`src/rtl/sflash_cmd_seq.sv`:
```
module sflash_cmd_seq #(
  parameter int NUM_CS = 8
) (
  input  logic              clk,
  input  logic              rst_n,
  input  logic              cmd_wr,
  input  logic [31:0]       cmd_wdata,
  input  logic              addr_wr,
  input  logic [23:0]       addr_wdata,
  input  logic              data_wr,
  input  logic [31:0]       data_wdata,
  input  logic              stat_wr,
  input  logic [31:0]       stat_wdata,
  input  logic              io_wr,
  input  logic [3:0]        io_wdata,
  input  logic              bit_launch,
  input  logic              bit_sample,
  input  logic              sdi,
  output logic [31:0]       data_rdata,
  output logic [31:0]       status,
  output logic [NUM_CS-1:0] cs_n,
  output logic              sck,
  output logic              sdo,
  output logic [3:0]        io_lvl
);

  localparam int PEND_BIT = 22;
  localparam int ERR_BIT  = 29;
  localparam int MAX_ABYTES = 3;
  localparam int MAX_DBYTES = 4;

  typedef enum logic [2:0] {PH_IDLE, PH_OPC, PH_ADR, PH_DUM, PH_DAT, PH_END} ph_t;

  ph_t         ph_q;
  logic [2:0]  bit_q;
  logic [3:0]  byte_q;
  logic [7:0]  opc_q;
  logic [1:0]  alen_q;
  logic [3:0]  dum_q;
  logic [2:0]  dlen_q;
  logic        wr_q, keep_q, sel_q, err_q, sck_q, sdo_q;
  logic [2:0]  csi_q;
  logic [23:0] addr_q;
  logic [31:0] data_q;
  logic [3:0]  io_q;

  logic        busy, shifting, tx_bit;
  logic [1:0]  c_al, aidx;
  logic [2:0]  c_dl;
  logic [3:0]  c_du, nbytes;
  logic [4:0]  dpos;
  ph_t         c_first;

  function automatic ph_t after(ph_t p, logic [1:0] al, logic [3:0] du, logic [2:0] dl);
    ph_t r;
    r = PH_END;
    if (p < PH_DAT && dl != 3'd0) r = PH_DAT;
    if (p < PH_DUM && du != 4'd0) r = PH_DUM;
    if (p < PH_ADR && al != 2'd0) r = PH_ADR;
    return r;
  endfunction

  assign busy     = (ph_q != PH_IDLE);
  assign shifting = (ph_q == PH_OPC) || (ph_q == PH_ADR) || (ph_q == PH_DUM) || (ph_q == PH_DAT);

  assign c_al    = (cmd_wdata[22:20] > 3'(MAX_ABYTES)) ? 2'(MAX_ABYTES) : cmd_wdata[21:20];
  assign c_dl    = (cmd_wdata[11:9] > 3'(MAX_DBYTES)) ? 3'(MAX_DBYTES) : cmd_wdata[11:9];
  assign c_du    = cmd_wdata[19:16];
  assign c_first = sel_q ? after(PH_OPC, c_al, c_du, c_dl) : PH_OPC;

  assign aidx = alen_q - 2'd1 - byte_q[1:0];
  assign dpos = {byte_q[1:0], ~bit_q};

  always_comb begin
    case (ph_q)
      PH_OPC:  tx_bit = opc_q[~bit_q];
      PH_ADR:  tx_bit = addr_q[{aidx, ~bit_q}];
      PH_DAT:  tx_bit = wr_q & data_q[dpos];
      default: tx_bit = 1'b0;
    endcase
  end

  always_comb begin
    case (ph_q)
      PH_ADR:  nbytes = {2'b00, alen_q};
      PH_DUM:  nbytes = dum_q;
      PH_DAT:  nbytes = {1'b0, dlen_q};
      default: nbytes = 4'd1;
    endcase
  end

  always_ff @(posedge clk or negedge rst_n) begin
    if (!rst_n) begin
      ph_q   <= PH_IDLE;
      bit_q  <= '0;
      byte_q <= '0;
      opc_q  <= '0;
      alen_q <= '0;
      dum_q  <= '0;
      dlen_q <= '0;
      wr_q   <= 1'b0;
      keep_q <= 1'b0;
      sel_q  <= 1'b0;
      err_q  <= 1'b0;
      sck_q  <= 1'b1;
      sdo_q  <= 1'b0;
      csi_q  <= '0;
      addr_q <= '0;
      data_q <= '0;
      io_q   <= 4'b1100;
    end else begin
      if (io_wr) io_q <= io_wdata;
      if (addr_wr && !busy) addr_q <= addr_wdata;
      if (data_wr && !busy) data_q <= data_wdata;
      if (stat_wr && stat_wdata[ERR_BIT]) err_q <= 1'b0;

      if (cmd_wr) begin
        if (busy) begin
          err_q <= 1'b1;
        end else begin
          opc_q  <= cmd_wdata[7:0];
          wr_q   <= cmd_wdata[8];
          dlen_q <= c_dl;
          keep_q <= cmd_wdata[15];
          dum_q  <= c_du;
          alen_q <= c_al;
          csi_q  <= cmd_wdata[26:24];
          sel_q  <= 1'b1;
          bit_q  <= '0;
          byte_q <= '0;
          ph_q   <= c_first;
          if (!cmd_wdata[8]) data_q <= '0;
        end
      end

      if (shifting && bit_launch && sck_q) begin
        sdo_q <= tx_bit;
        sck_q <= 1'b0;
      end

      if (shifting && bit_sample && !sck_q) begin
        sck_q <= 1'b1;
        if (ph_q == PH_DAT && !wr_q) data_q[dpos] <= sdi;
        if (bit_q == 3'd7) begin
          bit_q <= '0;
          if (byte_q == nbytes - 4'd1) begin
            byte_q <= '0;
            ph_q   <= after(ph_q, alen_q, dum_q, dlen_q);
          end else begin
            byte_q <= byte_q + 4'd1;
          end
        end else begin
          bit_q <= bit_q + 3'd1;
        end
      end

      if (ph_q == PH_END) begin
        ph_q  <= PH_IDLE;
        sel_q <= keep_q;
      end
    end
  end

  logic [7:0] cs_dec;
  assign cs_dec = 8'b1 << csi_q;

  assign cs_n       = sel_q ? ~cs_dec[NUM_CS-1:0] : '1;
  assign sck        = sck_q;
  assign sdo        = sdo_q;
  assign io_lvl     = io_q;
  assign data_rdata = data_q;

  always_comb begin
    status           = '0;
    status[PEND_BIT] = busy;
    status[ERR_BIT]  = err_q;
  end

endmodule

```
`config.mk`:
```
export PLATFORM = sky130hd
export DESIGN_NAME = sflash_cmd_seq
export DESIGN_NICKNAME = d
export VERILOG_FILES = /design/src/rtl/sflash_cmd_seq.sv
export SDC_FILE = /design/constraint.sdc
export NUM_CORES = 1
export LEC_CHECK = 0
export ABC_CLOCK_PERIOD_IN_PS = 5500
export BUFFER_PORTS_ARGS = -buffer_cell sky130_fd_sc_hd__buf_2
export CAP_MARGIN = 20
export CORE_MARGIN = 10
export CORE_UTILIZATION = 54
export CTS_CLUSTER_DIAMETER = 200
export CTS_CLUSTER_SIZE = 28
export DETAILED_ROUTE_END_ITERATION = 10
export PLACE_DENSITY = 0.91
export SLEW_MARGIN = 15
export SYNTH_ARGS = -nofsm -noshare
export SYNTH_HDL_FRONTEND = slang
export SYNTH_SLANG_ARGS = --single-unit
```
`constraint.sdc`:
```
create_clock -name clk -period 5.5 [get_ports clk]
set_input_delay 0.55 -clock clk [delete_from_list [all_inputs] [get_ports clk]]
set_output_delay 0.55 -clock clk [all_outputs]
set_load 0.01 [all_outputs]
```
Word level (Yosys, flattened, before mapping)
Cells that the tools add are included.
{ "totals": {"inputBits": 134, "register_bits": 96, "elab_cells": 126, "out_inout_bits": 78} }
{ "classes": {"n_reduce_logical": 31, "magnitude_cmp": 9, "add_sub_neg": 5, "eq_ne": 9, "bitwise": 4, "mux": 50, "shifts": 1} }
{ "op_table": {"columns": ["op", "n"], "rows": [
  ["32-bit 2-to-1 mux", 6],
  ["3-bit 2-to-1 mux", 16],
  ["32-bit bitwise mux", 1],
  ["4-bit 2-to-1 mux", 5],
  ["1-bit 2-to-1 mux", 14],
  ["1-bit logical AND", 12],
  ["5-bit by 6-bit < comparator with 1-bit output, second input constant", 2],
  ["4-bit one-hot mux with 3 select lines", 1],
  ["1-bit binary-select mux with 5-bit select", 2],
  ["2-bit nonzero test", 5],
  ["3-bit equality test, second input constant", 3],
  ["3-bit nonzero test", 3],
  ["8-bit 2-to-1 mux", 1],
  ["8-bit NOT", 1],
  ["4-bit nonzero test", 2],
  ["1-bit by 3-bit << shifter with 8-bit output, first input constant", 1],
  ["3-bit by 2-bit equality test with 1-bit output, second input constant", 2],
  ["3-bit by 2-bit < comparator with 1-bit output, second input constant", 2],
  ["2-bit AND reduction", 3],
  ["1-bit demux with 5-bit select", 1],
  ["5-bit by 1-bit greater-or-equal comparator with 1-bit output, second input constant", 1],
  ["4-bit by 1-bit adder with 4-bit output, second input constant", 1],
  ["4-bit equality test", 1],
  ["3-bit by 4-bit < comparator with 1-bit output, second input constant", 1],
  ["17 further kinds", 22]
]} }

Longest topological paths before layout
Gate-level depths: netlist of run 1.
{ "depth": {"word_depth": 13, "depth_mapped": 10, "depth_no_buf": 9} }

Least setup slack after synthesis of run 1
No wires, ideal clock.
{ "synth_timing": {"path_kind": "reg2reg", "startpoint": "register ph_q[0]", "endpoint": "register ph_q[2]", "path_stages_with_launch": 11, "n_path_buf": 1, "path_slack_ns": 2.771, "setup_time_ns": 0.128, "period_less_slack_ns": 2.729, "arrival_ns": 2.601, "cell_sequence": "dfrtp_1 buf_2 or3b_1 o22ai_4 ha_1 xor2_1 inv_1 nor3_1 o311ai_4 nor2_4 mux2_1"} }
{ "synth_via": {"elab_chain_len": 8, "elab_cells_between_ends": 26, "cone_classes": "add/sub: 1; order compare: 2; eq/ne: 6; mux: 9; reduce/logical: 8"} }
{ "synth_lines": {"columns": ["element", "line", "source"], "rows": [
  ["from (decl)", "34", "ph_t ph_q;"],
  ["from (signal assigned)", "131", "ph_q <= c_first;"],
  ["from (signal assigned)", "148", "ph_q <= after(ph_q, alen_q, dum_q, dlen_q);"],
  ["3-bit equality test (tied with other cells)", "64, 84", null],
  ["4-bit one-hot mux with 3 select lines (tied with other cells)", "84", "case (ph_q)"],
  ["4-bit by 1-bit subtractor with 4-bit output (tied with other cells)", "146", "if (byte_q == nbytes - 4'd1) begin"],
  ["4-bit equality test (tied with other cells)", "146", null],
  ["3-bit 2-to-1 mux or 1-bit logical AND (tied branches)", "146, 141", null],
  ["3-bit 2-to-1 mux or 1-bit logical AND (tied branches)", "144, 141", null],
  ["3-bit 2-to-1 mux", "141", "if (shifting && bit_sample && !sck_q) begin"],
  ["3-bit 2-to-1 mux *", "157", "if (ph_q == PH_END) begin"]
]} }
Every way passes the cells marked *; elsewhere a longest branch is shown, timed or not.
A chain may end at the register's enable or synchronous reset.

Final worst setup path of run 1
{ "layout_timing": {"startpoint": "register ph_q[2]", "endpoint": "register ph_q[2]"} }
The elaborated chain is that of the path after synthesis.

==> flow_summary.ini, run 1 <==
[outcome]
status = complete, no violations

[floorplanning]
core_area_um2 = 10300
die_area_um2 = 15100
fp.dieW_um = 123
start_util_pct = 55.2
die_height_um = 123
io_pins = 212
rows = 37

[worst_setup_path]
cp_max_fo = 17
cp_cell_sequence = or3b_1, o22ai_4, ha_1, xor2_1, inv_1, nor3_1, o311ai_4, nor2_4, mux2_1
crit_required_ns = 5.76
critPathArrivalTime_ns = 3.52
r2r_end = ph_q[2]
path_class = flop to flop
cp_num_buf_inv = 1
r2r_setup_slack_ns = 2.23
cp-start-kind = flop
end_kind = flop
r2r_cells = 9
r2r_start = ph_q[2]
crit_start = ph_q[2]
slowest_stage = dfrtp_1
cpPeakStageDelay_ns = 0.66
crit_family = simple AND/OR/NAND/NOR gates

[global_route]
grt_max_degree = 81
grt.total_usage_pct = 20.1
grt_pass1_vias = 4856
antenna_found_initial = 1
grt_overflow_total = 0
grt_pass1_wl_um = 24300

[routing]
wl_um = 15300
drc = 0
drt_iter0_drc = 265
vias = 4697
drt_first_pass_iters = 5
routedWlPerCell_um = 18.4
vias_per_cell = 5.65
ant_nets = 0

[place]
place_inst = 815
hpwl_um = 11600
gp_congestion = 0.850
placed_cell_area_um2 = 6340
portBuffers = 141
dp_slack_ns = 2.31

[clocking]
postCtsHoldBufs = 0
cts.clk_slew.worst_paths_ns = 0.10
cts_root_buf = clkbuf_8
cts_tree = done
ctsHtreeMaxLevel = 3
cts.sinks = 96
clk_path_buf_depth = 2
cts_made_buffers = 9
post_cts_resize_count = 0
clkLatencyLatePin_ns = 0.37
cts_setup_buffers = 0

[timing]
fin_crit_ns = 3.27
clock.fmax_mhz = 306
slew_viol_final = 0
setup_tns_ns = 0
hold_viol = 0
worst_slew_pin_slew_ns = 1.01
fin_ws_ns = 2.23
period_share_pct = 59.4
setup-violations-final = 0
relSlewSlack_pct = 32.4
fin_worst_skew_ns = 0.00900
rsz0062_at_grt = no

[power_and_ir_drop]
power.density_nw_per_um2 = 500
ir_worst_vdd_mv = 0.266
p_leak_nw = 3.18

[final_layout]
fin_cells = 832
syn2layout_area_growth_pct = 14.9
fillers = 786
final_cell_area_um2 = 6550
drive_gt1_share_pct = 30.9
fin_nets = 835
fin_util_pct = 63.4

[logic_synthesis]
synth_cells = 566
synth-async-reset-ratio_pct = 100
ys_seq_area_share_pct = 42.2
synthDistinctLibCells = 58
syn_avg_cell_area_um2 = 10.1
synth_area_um2 = 5700
synth-seq-cells = 96
synth-edff-count = 0
yosysWarnings = 0
synth_flop_cell = dfrtp_1

[min_path]
hold_path.class = input pin to asynchronous set/reset pin

[job]
drv_cap = 0
final cells by class:
type	instances	area, um2	area share, %
inverter	10	37.5	0.574
antenna	1	2.50	0.0382
timing repair buffer	145	738	11.3
clock buffer	10	128	1.95
clock inverter	6	67.6	1.03
multi-input combinational	428	3000	45.8
tap	136	170	2.60
sequential	96	2410	36.8
worst reg2reg max path, stage by stage, from the launching register on:
cell and delay [ns]:
dfrtp_1 0.66, or3b_1 0.52, o22ai_4 0.25, ha_1 0.21
xor2_1 0.29, inv_1 0.10, nor3_1 0.36, o311ai_4 0.19
nor2_4 0.20, mux2_1 0.37
stage by stage:
stage,power [mW],hold slack [ns]
global placement,2.70,0.418
CTS,3.28,0.0287
detailed placement,2.80,0.427
global route,3.49,0.0300
floorplan,2.34,0.254
finish,3.28,0.0290
how the worst max path moves through the flow:
stage,to,slack (ns),cells past startpoint
5_1_grt,ph_q[2],2.08,9
6_report,ph_q[2],2.23,9
4_1_cts,ph_q[2],2.27,9
3_5_place_dp,ph_q[2],2.31,9
2_1_floorplan,ph_q[2],2.77,10
3_3_place_gp,ph_q[2],2.48,9
metal layers:
layer | routed length (um) | global-route usage [%] | vias up
met3 | 1040 | 4.18 | 35
met2 | 8180 | 34.5 | 205
met1 | 5700 | 23.7 | 2276
met4 | 374 | 8.69 | 0
li1 | - | - | 2181
met5 | 0 | 0 | -
placed cells by master (no fill, tap or decap), types with 6 or more instances in the layout:
master / synthesis / routed
o31ai_1: 34 / 34
nand3_1: 11 / 11
inv_1: 10 / 10
ha_1: 11 / 11
nor3_1: 8 / 7
nor2b_1: 9 / 9
nor2_1: 48 / 47
conb_1: 1 / 30
nand2_1: 124 / 124
clkbuf_8: 0 / 9
dfrtp_1: 93 / 93
buf_2: 11 / 140
a21oi_1: 6 / 6
mux2_2: 29 / 29
mux4_2: 12 / 12
o21ai_0: 12 / 12
mux2i_1: 40 / 40
cells in the mapped netlist (all sizes together) (2+ instances only):
library cell | n | area share, %
clkbuf | 16 | 1.1
xor2 | 2 | 0.31
nand2 | 124 | 8.2
a21oi | 6 | 0.53
ha | 11 | 2.4
inv | 10 | 0.66
nor3 | 9 | 0.88
dfstp | 3 | 1.4
nor3b | 2 | 0.35
dfrtp | 93 | 41
a31oi | 2 | 0.22
nor2b | 9 | 0.99
buf | 45 | 5.6
o21ai | 12 | 1.1
xnor2 | 4 | 0.62
and4 | 2 | 0.35
nor2 | 49 | 3.4
mux4 | 17 | 7.1
nor4b | 2 | 0.57
nand3 | 11 | 0.97
mux2 | 30 | 5.9
mux2i | 40 | 7.0
and2 | 2 | 0.22
nand2b | 3 | 0.33
o31ai | 34 | 4.5
nor4 | 5 | 0.55
state kept, by name, indices dropped and copies added, names as in the netlist:
signal / cells
data_rdata: 32
addr_q: 24
opc_q: 8
byte_q: 4
dum_q: 4
io_lvl: 4
bit_q: 3
csi_q: 3
dlen_q: 3
ph_q: 3
alen_q: 2
err_q: 1
keep_q: 1
sck: 1
sdo: 1
sel_q: 1
wr_q: 1
cell families after synthesis:
| family | share of synthesized area [%] |
|---|---|
| AO/OA/AOI/OAI | 9.53 |
| other | 0.0658 |
| XOR/XNOR | 0.923 |
| AND/OR/NAND/NOR | 17.5 |
| multiplexers | 20.0 |
| flip-flops | 42.2 |
| adder cells (fa/ha/maj) | 2.42 |
| buffers and inverters | 7.29 |
power by group:
group | switching (mW) | internal [mW]
Clock | 0.262 | 0.213
Combinational | 0.748 | 0.726
Sequential | 0.312 | 1.01
Total | 1.32 | 1.95
(Power assumes the default switching activity.)
==> inputs of run 2 (changes only) <==
--- a/config.mk
+++ b/config.mk
@@ -5,15 +5,15 @@
 export SDC_FILE = /design/constraint.sdc
 export NUM_CORES = 1
 export LEC_CHECK = 0
-export ABC_CLOCK_PERIOD_IN_PS = 5500
+export ABC_CLOCK_PERIOD_IN_PS = 2880
 export BUFFER_PORTS_ARGS = -buffer_cell sky130_fd_sc_hd__buf_2
 export CAP_MARGIN = 20
 export CORE_MARGIN = 10
-export CORE_UTILIZATION = 54
+export CORE_UTILIZATION = 45
 export CTS_CLUSTER_DIAMETER = 200
 export CTS_CLUSTER_SIZE = 28
 export DETAILED_ROUTE_END_ITERATION = 10
-export PLACE_DENSITY = 0.91
+export PLACE_DENSITY = 0.82
 export SLEW_MARGIN = 15
 export SYNTH_ARGS = -nofsm -noshare
 export SYNTH_HDL_FRONTEND = slang
==> constraint.sdc (replaced) <==
create_clock -name clk -period 2.88 [get_ports clk]
set_input_delay 0.288 -clock clk [delete_from_list [all_inputs] [get_ports clk]]
set_output_delay 0.288 -clock clk [all_outputs]
set_load 0.01 [all_outputs]
==> flow_summary.ini, run 2 (synthesis gave the netlist of run 1 again) <==
[timing]
period_share_pct = 92.3
rsz0062_at_grt = no
setup-violations-final = 0
fin_crit_ns = 2.66
clock.fmax_mhz = 376
relSlewSlack_pct = 59.0
worst_slew_pin_slew_ns = 0.615
hold_viol = 0
setup_tns_ns = 0
slew_viol_final = 0
fin_worst_skew_ns = 0.00624

[routing]
drt_first_pass_iters = 4
wl_um = 15200
drt_iter0_drc = 306
vias_per_cell = 5.26
drc = 0
ant_nets = 0
routedWlPerCell_um = 17.2
vias = 4658

[clocking]
cts_made_buffers = 9
cts_setup_buffers = 0
cts.clk_slew.worst_paths_ns = 0.07
cts.sinks = 96
cts_tree = done
cts_root_buf = clkbuf_16
clkLatencyLatePin_ns = 0.34
clk_path_buf_depth = 2
ctsHtreeMaxLevel = 3

[floorplanning]
fp.dieW_um = 133
io_pins = 212
die_height_um = 133
core_area_um2 = 12500
start_util_pct = 45.5
rows = 41
die_area_um2 = 17600

[global_route]
grt_pass1_wl_um = 24800
antenna_found_initial = 0
grt_max_degree = 51
grt_pass1_vias = 4956
grt_overflow_total = 0
grt.total_usage_pct = 17.0

[worst_setup_path]
cp_num_buf_inv = 1
crit_family = simple AND/OR/NAND/NOR gates
cp-start-kind = flop
end_kind = flop
r2r_setup_slack_ns = 0.22
crit_required_ns = 3.11
critPathArrivalTime_ns = 2.89
slowest_stage = or3b_1
cpPeakStageDelay_ns = 0.46
r2r_cells = 9
r2r_start = ph_q[1]
r2r_end = ph_q[2]
cp_max_fo = 6
path_class = flop to flop
cp_cell_sequence = or3b_1, o22ai_4, ha_1, xor2_2, inv_1, and4_1, o311ai_4, nor2_4, mux2_1

[place]
hpwl_um = 11700
portBuffers = 141
gp_congestion = 0.849

[min_path]
hold_end = csi_q[2]
hold_path_startpoint = cmd_wdata[26]
holdPathStages = 3
hold_path.class = input pin to flop

[final_layout]
drive_gt1_share_pct = 32.7
layout_commonest_cell = buf_2
multi_input_area_um2 = 3000
regArea_um2 = 2410
layout_common_cells = 140 x buf_2, 124 x nand2_1, 93 x dfrtp_1
fillers = 1109
largest_reg_flops = 32
fin_util_pct = 54.7
fin_nets = 852
syn2layout_area_growth_pct = 20.2

[job]
drv_cap = 0

[power_and_ir_drop]
power.density_nw_per_um2 = 973
ir_worst_vdd_mv = 0.420
p_leak_nw = 3.31
power.total_mw = 6.66

[outcome]
status = complete, no violations
==> run 2: cell count changes in the layout (fill, tap and decap cells not counted), moves of 2 or more <==
cell / previous run / this run
clkinv_4: 0 / 2
clkbuf_8: 9 / 0
inv_6: 2 / 0
buf_4: 5 / 20
clkbuf_16: 0 / 9
==> run 2: cell type report <==
class,instances,area share [%]
Multi-Input combinational cell,428,43.9
Sequential cell,96,35.2
Timing Repair Buffer,162,12.9
Clock buffer,10,3.35
Tap cell,172,3.14
Clock inverter,6,1.02
Inverter,10,0.548
Antenna cell,1,0.0366
==> run 2: how the worst max path moves through the flow <==
stage,end,start,cells past startpoint
floorplan,ph_q[2],ph_q[0],10
global placement,ph_q[2],ph_q[0],9
detailed placement,ph_q[2],ph_q[1],9
CTS,ph_q[2],ph_q[1],9
global route,ph_q[2],ph_q[1],9
finish,ph_q[2],ph_q[1],9
==> run 2: where the power goes <==
group	switching, mW	leakage (nW)	internal [mW]
registers	0.488	1.17	1.94
logic	1.52	2.00	1.49
clock network	0.537	0.135	0.677
total	2.55	3.31	4.11
==> run 2: per-layer routing <==
layer | track usage [%] | up-vias | share of wire [%]
li1 | - | 2216 | -
met1 | 19.3 | 2244 | 39
met2 | 29.8 | 166 | 52
met3 | 3.41 | 32 | 6.0
met4 | 8.44 | 0 | 2.9
met5 | 0 | - | 0
==> run 2: worst register-to-register path: stages (launching register included) <==
cell and delay, ns:
dfrtp_1 0.45, or3b_1 0.46, o22ai_4 0.18, ha_1 0.20, xor2_2 0.22, inv_1 0.09, and4_1 0.18, o311ai_4 0.37
nor2_4 0.09, mux2_1 0.31
==> run 2: through the flow <==
stage               cell area, um2  hold WS [ns]  setup slack, ns  instances
floorplan                     5800      -0.00759            0.151        595
global placement              6520         0.340            0.194        867
detailed placement            6520         0.337           0.0951        867
CTS                           6830         0.124            0.106        884
global route                  6840         0.139           0.0693        884
finish                        6840         0.128            0.220        885
==> run 2: what timing repair did <==
item                                   CTS  global route
endpoints found under the hold margin   44             0
hold buffers                             1             0
resized for setup                        0             2
setup endpoints to repair                0             1
==> inputs of run 3 (changes only) <==
--- a/config.mk
+++ b/config.mk
@@ -13,6 +13,7 @@
 export CTS_CLUSTER_DIAMETER = 200
 export CTS_CLUSTER_SIZE = 28
 export DETAILED_ROUTE_END_ITERATION = 10
+export MAX_ROUTING_LAYER = met4
 export PLACE_DENSITY = 0.82
 export SLEW_MARGIN = 15
 export SYNTH_ARGS = -nofsm -noshare
==> flow_summary.ini, run 3 (synthesis gave the netlist of run 1 again) <==
[worst_setup_path]
cp_num_buf_inv = 1
slowest_stage = or3b_1
cpPeakStageDelay_ns = 0.46
cp-start-kind = flop
path_class = flop to flop
critPathArrivalTime_ns = 2.89
crit_family = simple AND/OR/NAND/NOR gates
cp_cell_sequence = or3b_1, o22ai_4, ha_1, xor2_2, inv_1, and4_1, o311ai_4, nor2_4, mux2_1
cp_max_fo = 6
crit_required_ns = 3.11
end_kind = flop

[final_layout]
syn2layout_area_growth_pct = 20.2
largest_reg_flops = 32
drive_gt1_share_pct = 32.7
layout_common_cells = 140 x buf_2, 124 x nand2_1, 93 x dfrtp_1
fin_util_pct = 54.7
fin_nets = 852
fillers = 1109
layout_commonest_cell = buf_2
fin_cells = 885

[routing]
ant_nets = 0
wl_um = 15200
drt_first_pass_iters = 5
vias = 4655
drt_iter0_drc = 317
vias_per_cell = 5.26
routedWlPerCell_um = 17.2
drc = 0

[min_path]
hold_path.class = input pin to flop

[place]
dp_slack_ns = 0.0951
place_inst = 867
portBuffers = 141
gp_congestion = 0.862
hpwl_um = 11700

[power_and_ir_drop]
power.density_nw_per_um2 = 972
p_leak_nw = 3.31
ir_worst_vdd_mv = 0.419

[floorplanning]
core_area_um2 = 12500
die_height_um = 133
fp.dieW_um = 133
io_pins = 212
die_area_um2 = 17600
rows = 41
start_util_pct = 45.5

[clocking]
cts_tree = done
cts_made_buffers = 9
cts.clk_slew.worst_paths_ns = 0.07
cts_root_buf = clkbuf_16
ctsHtreeMaxLevel = 3
clk_path_buf_depth = 2
cts.sinks = 96
clkLatencyLatePin_ns = 0.35
cts_setup_buffers = 0

[timing]
hold_viol = 0
setup-violations-final = 0
relSlewSlack_pct = 57.9
fin_ws_ns = 0.218
whs_ns = 0.126
slew_viol_final = 0
clock.fmax_mhz = 376
period_share_pct = 92.4
setup_tns_ns = 0
worst_slew_pin_slew_ns = 0.632
fin_worst_skew_ns = 0.00714
rsz0062_at_grt = no
fin_crit_ns = 2.66

[global_route]
grt_pass1_wl_um = 24800
grt_overflow_total = 0
antenna_found_initial = 0
grt.total_usage_pct = 17.5
grt_max_degree = 51
grt_pass1_vias = 4950

[job]
drv_cap = 0

[outcome]
status = complete, no violations
## run 3: routing by layer
layer	part of all wire, %	vias up	global-route usage (%)
li1	-	2220	-
met1	40	2243	19.7
met2	51	159	29.8
met3	5.7	33	3.48
met4	2.7	0	7.70
met5	0	-	-
## run 3: metrics by stage
stage | instance area, um2 | power, mW
after floorplan | 5800 | 4.47
after global placement | 6520 | 5.36
after detailed placement | 6520 | 5.45
after CTS | 6830 | 6.68
after global routing | 6840 | 7.12
final | 6840 | 6.66
## run 3: final timing paths
| kind | startpoint | endpoint | slack (ns) | depth (start not counted) |
|---|---|---|---|---|
| max in group asynchronous | rst_n | sck | 1.62 | 3 |
| hold reg to reg | opc_q[5] | opc_q[5] | 0.48 | 2 |
| setup / recovery | ph_q[1] | ph_q[2] | 0.22 | 9 |
| min in group asynchronous | rst_n | data_rdata[27] | 0.48 | 2 |
| hold / removal | cmd_wdata[25] | csi_q[1] | 0.13 | 3 |
| setup reg to reg | ph_q[1] | ph_q[2] | 0.22 | 9 |
## run 3: worst register-to-register path: cells and delay by family, from the launching register on
family / cells / cell delay (ns)
simple gates: 3 / 0.73
mux: 1 / 0.31
buf+inv: 1 / 0.09
flops: 1 / 0.45
fa+ha+maj: 1 / 0.20
xor+xnor: 1 / 0.22
compound gates: 2 / 0.56
## run 3: power by group
group          switching [mW]  internal [mW]
combinational            1.52           1.49
clock                   0.537          0.677
sequential              0.489           1.94
## run 3: final cells by class
cell class              count  area (um2)  area share, %
flip-flops and latches     96        2410           35.2
repair buffers            162         881           12.9
well taps                 172         215           3.14
diodes                      1        2.50         0.0366
multi-input cells         428        3000           43.9
inverters                  10        37.5          0.548
clock inverters             6        70.1           1.02
clock buffers              10         229           3.35
## run 3: repair_timing
item,CTS,global route
resized for setup,0,2
endpoints found under the setup margin,0,1
hold buffers,1,0
endpoints found under the hold margin,44,0
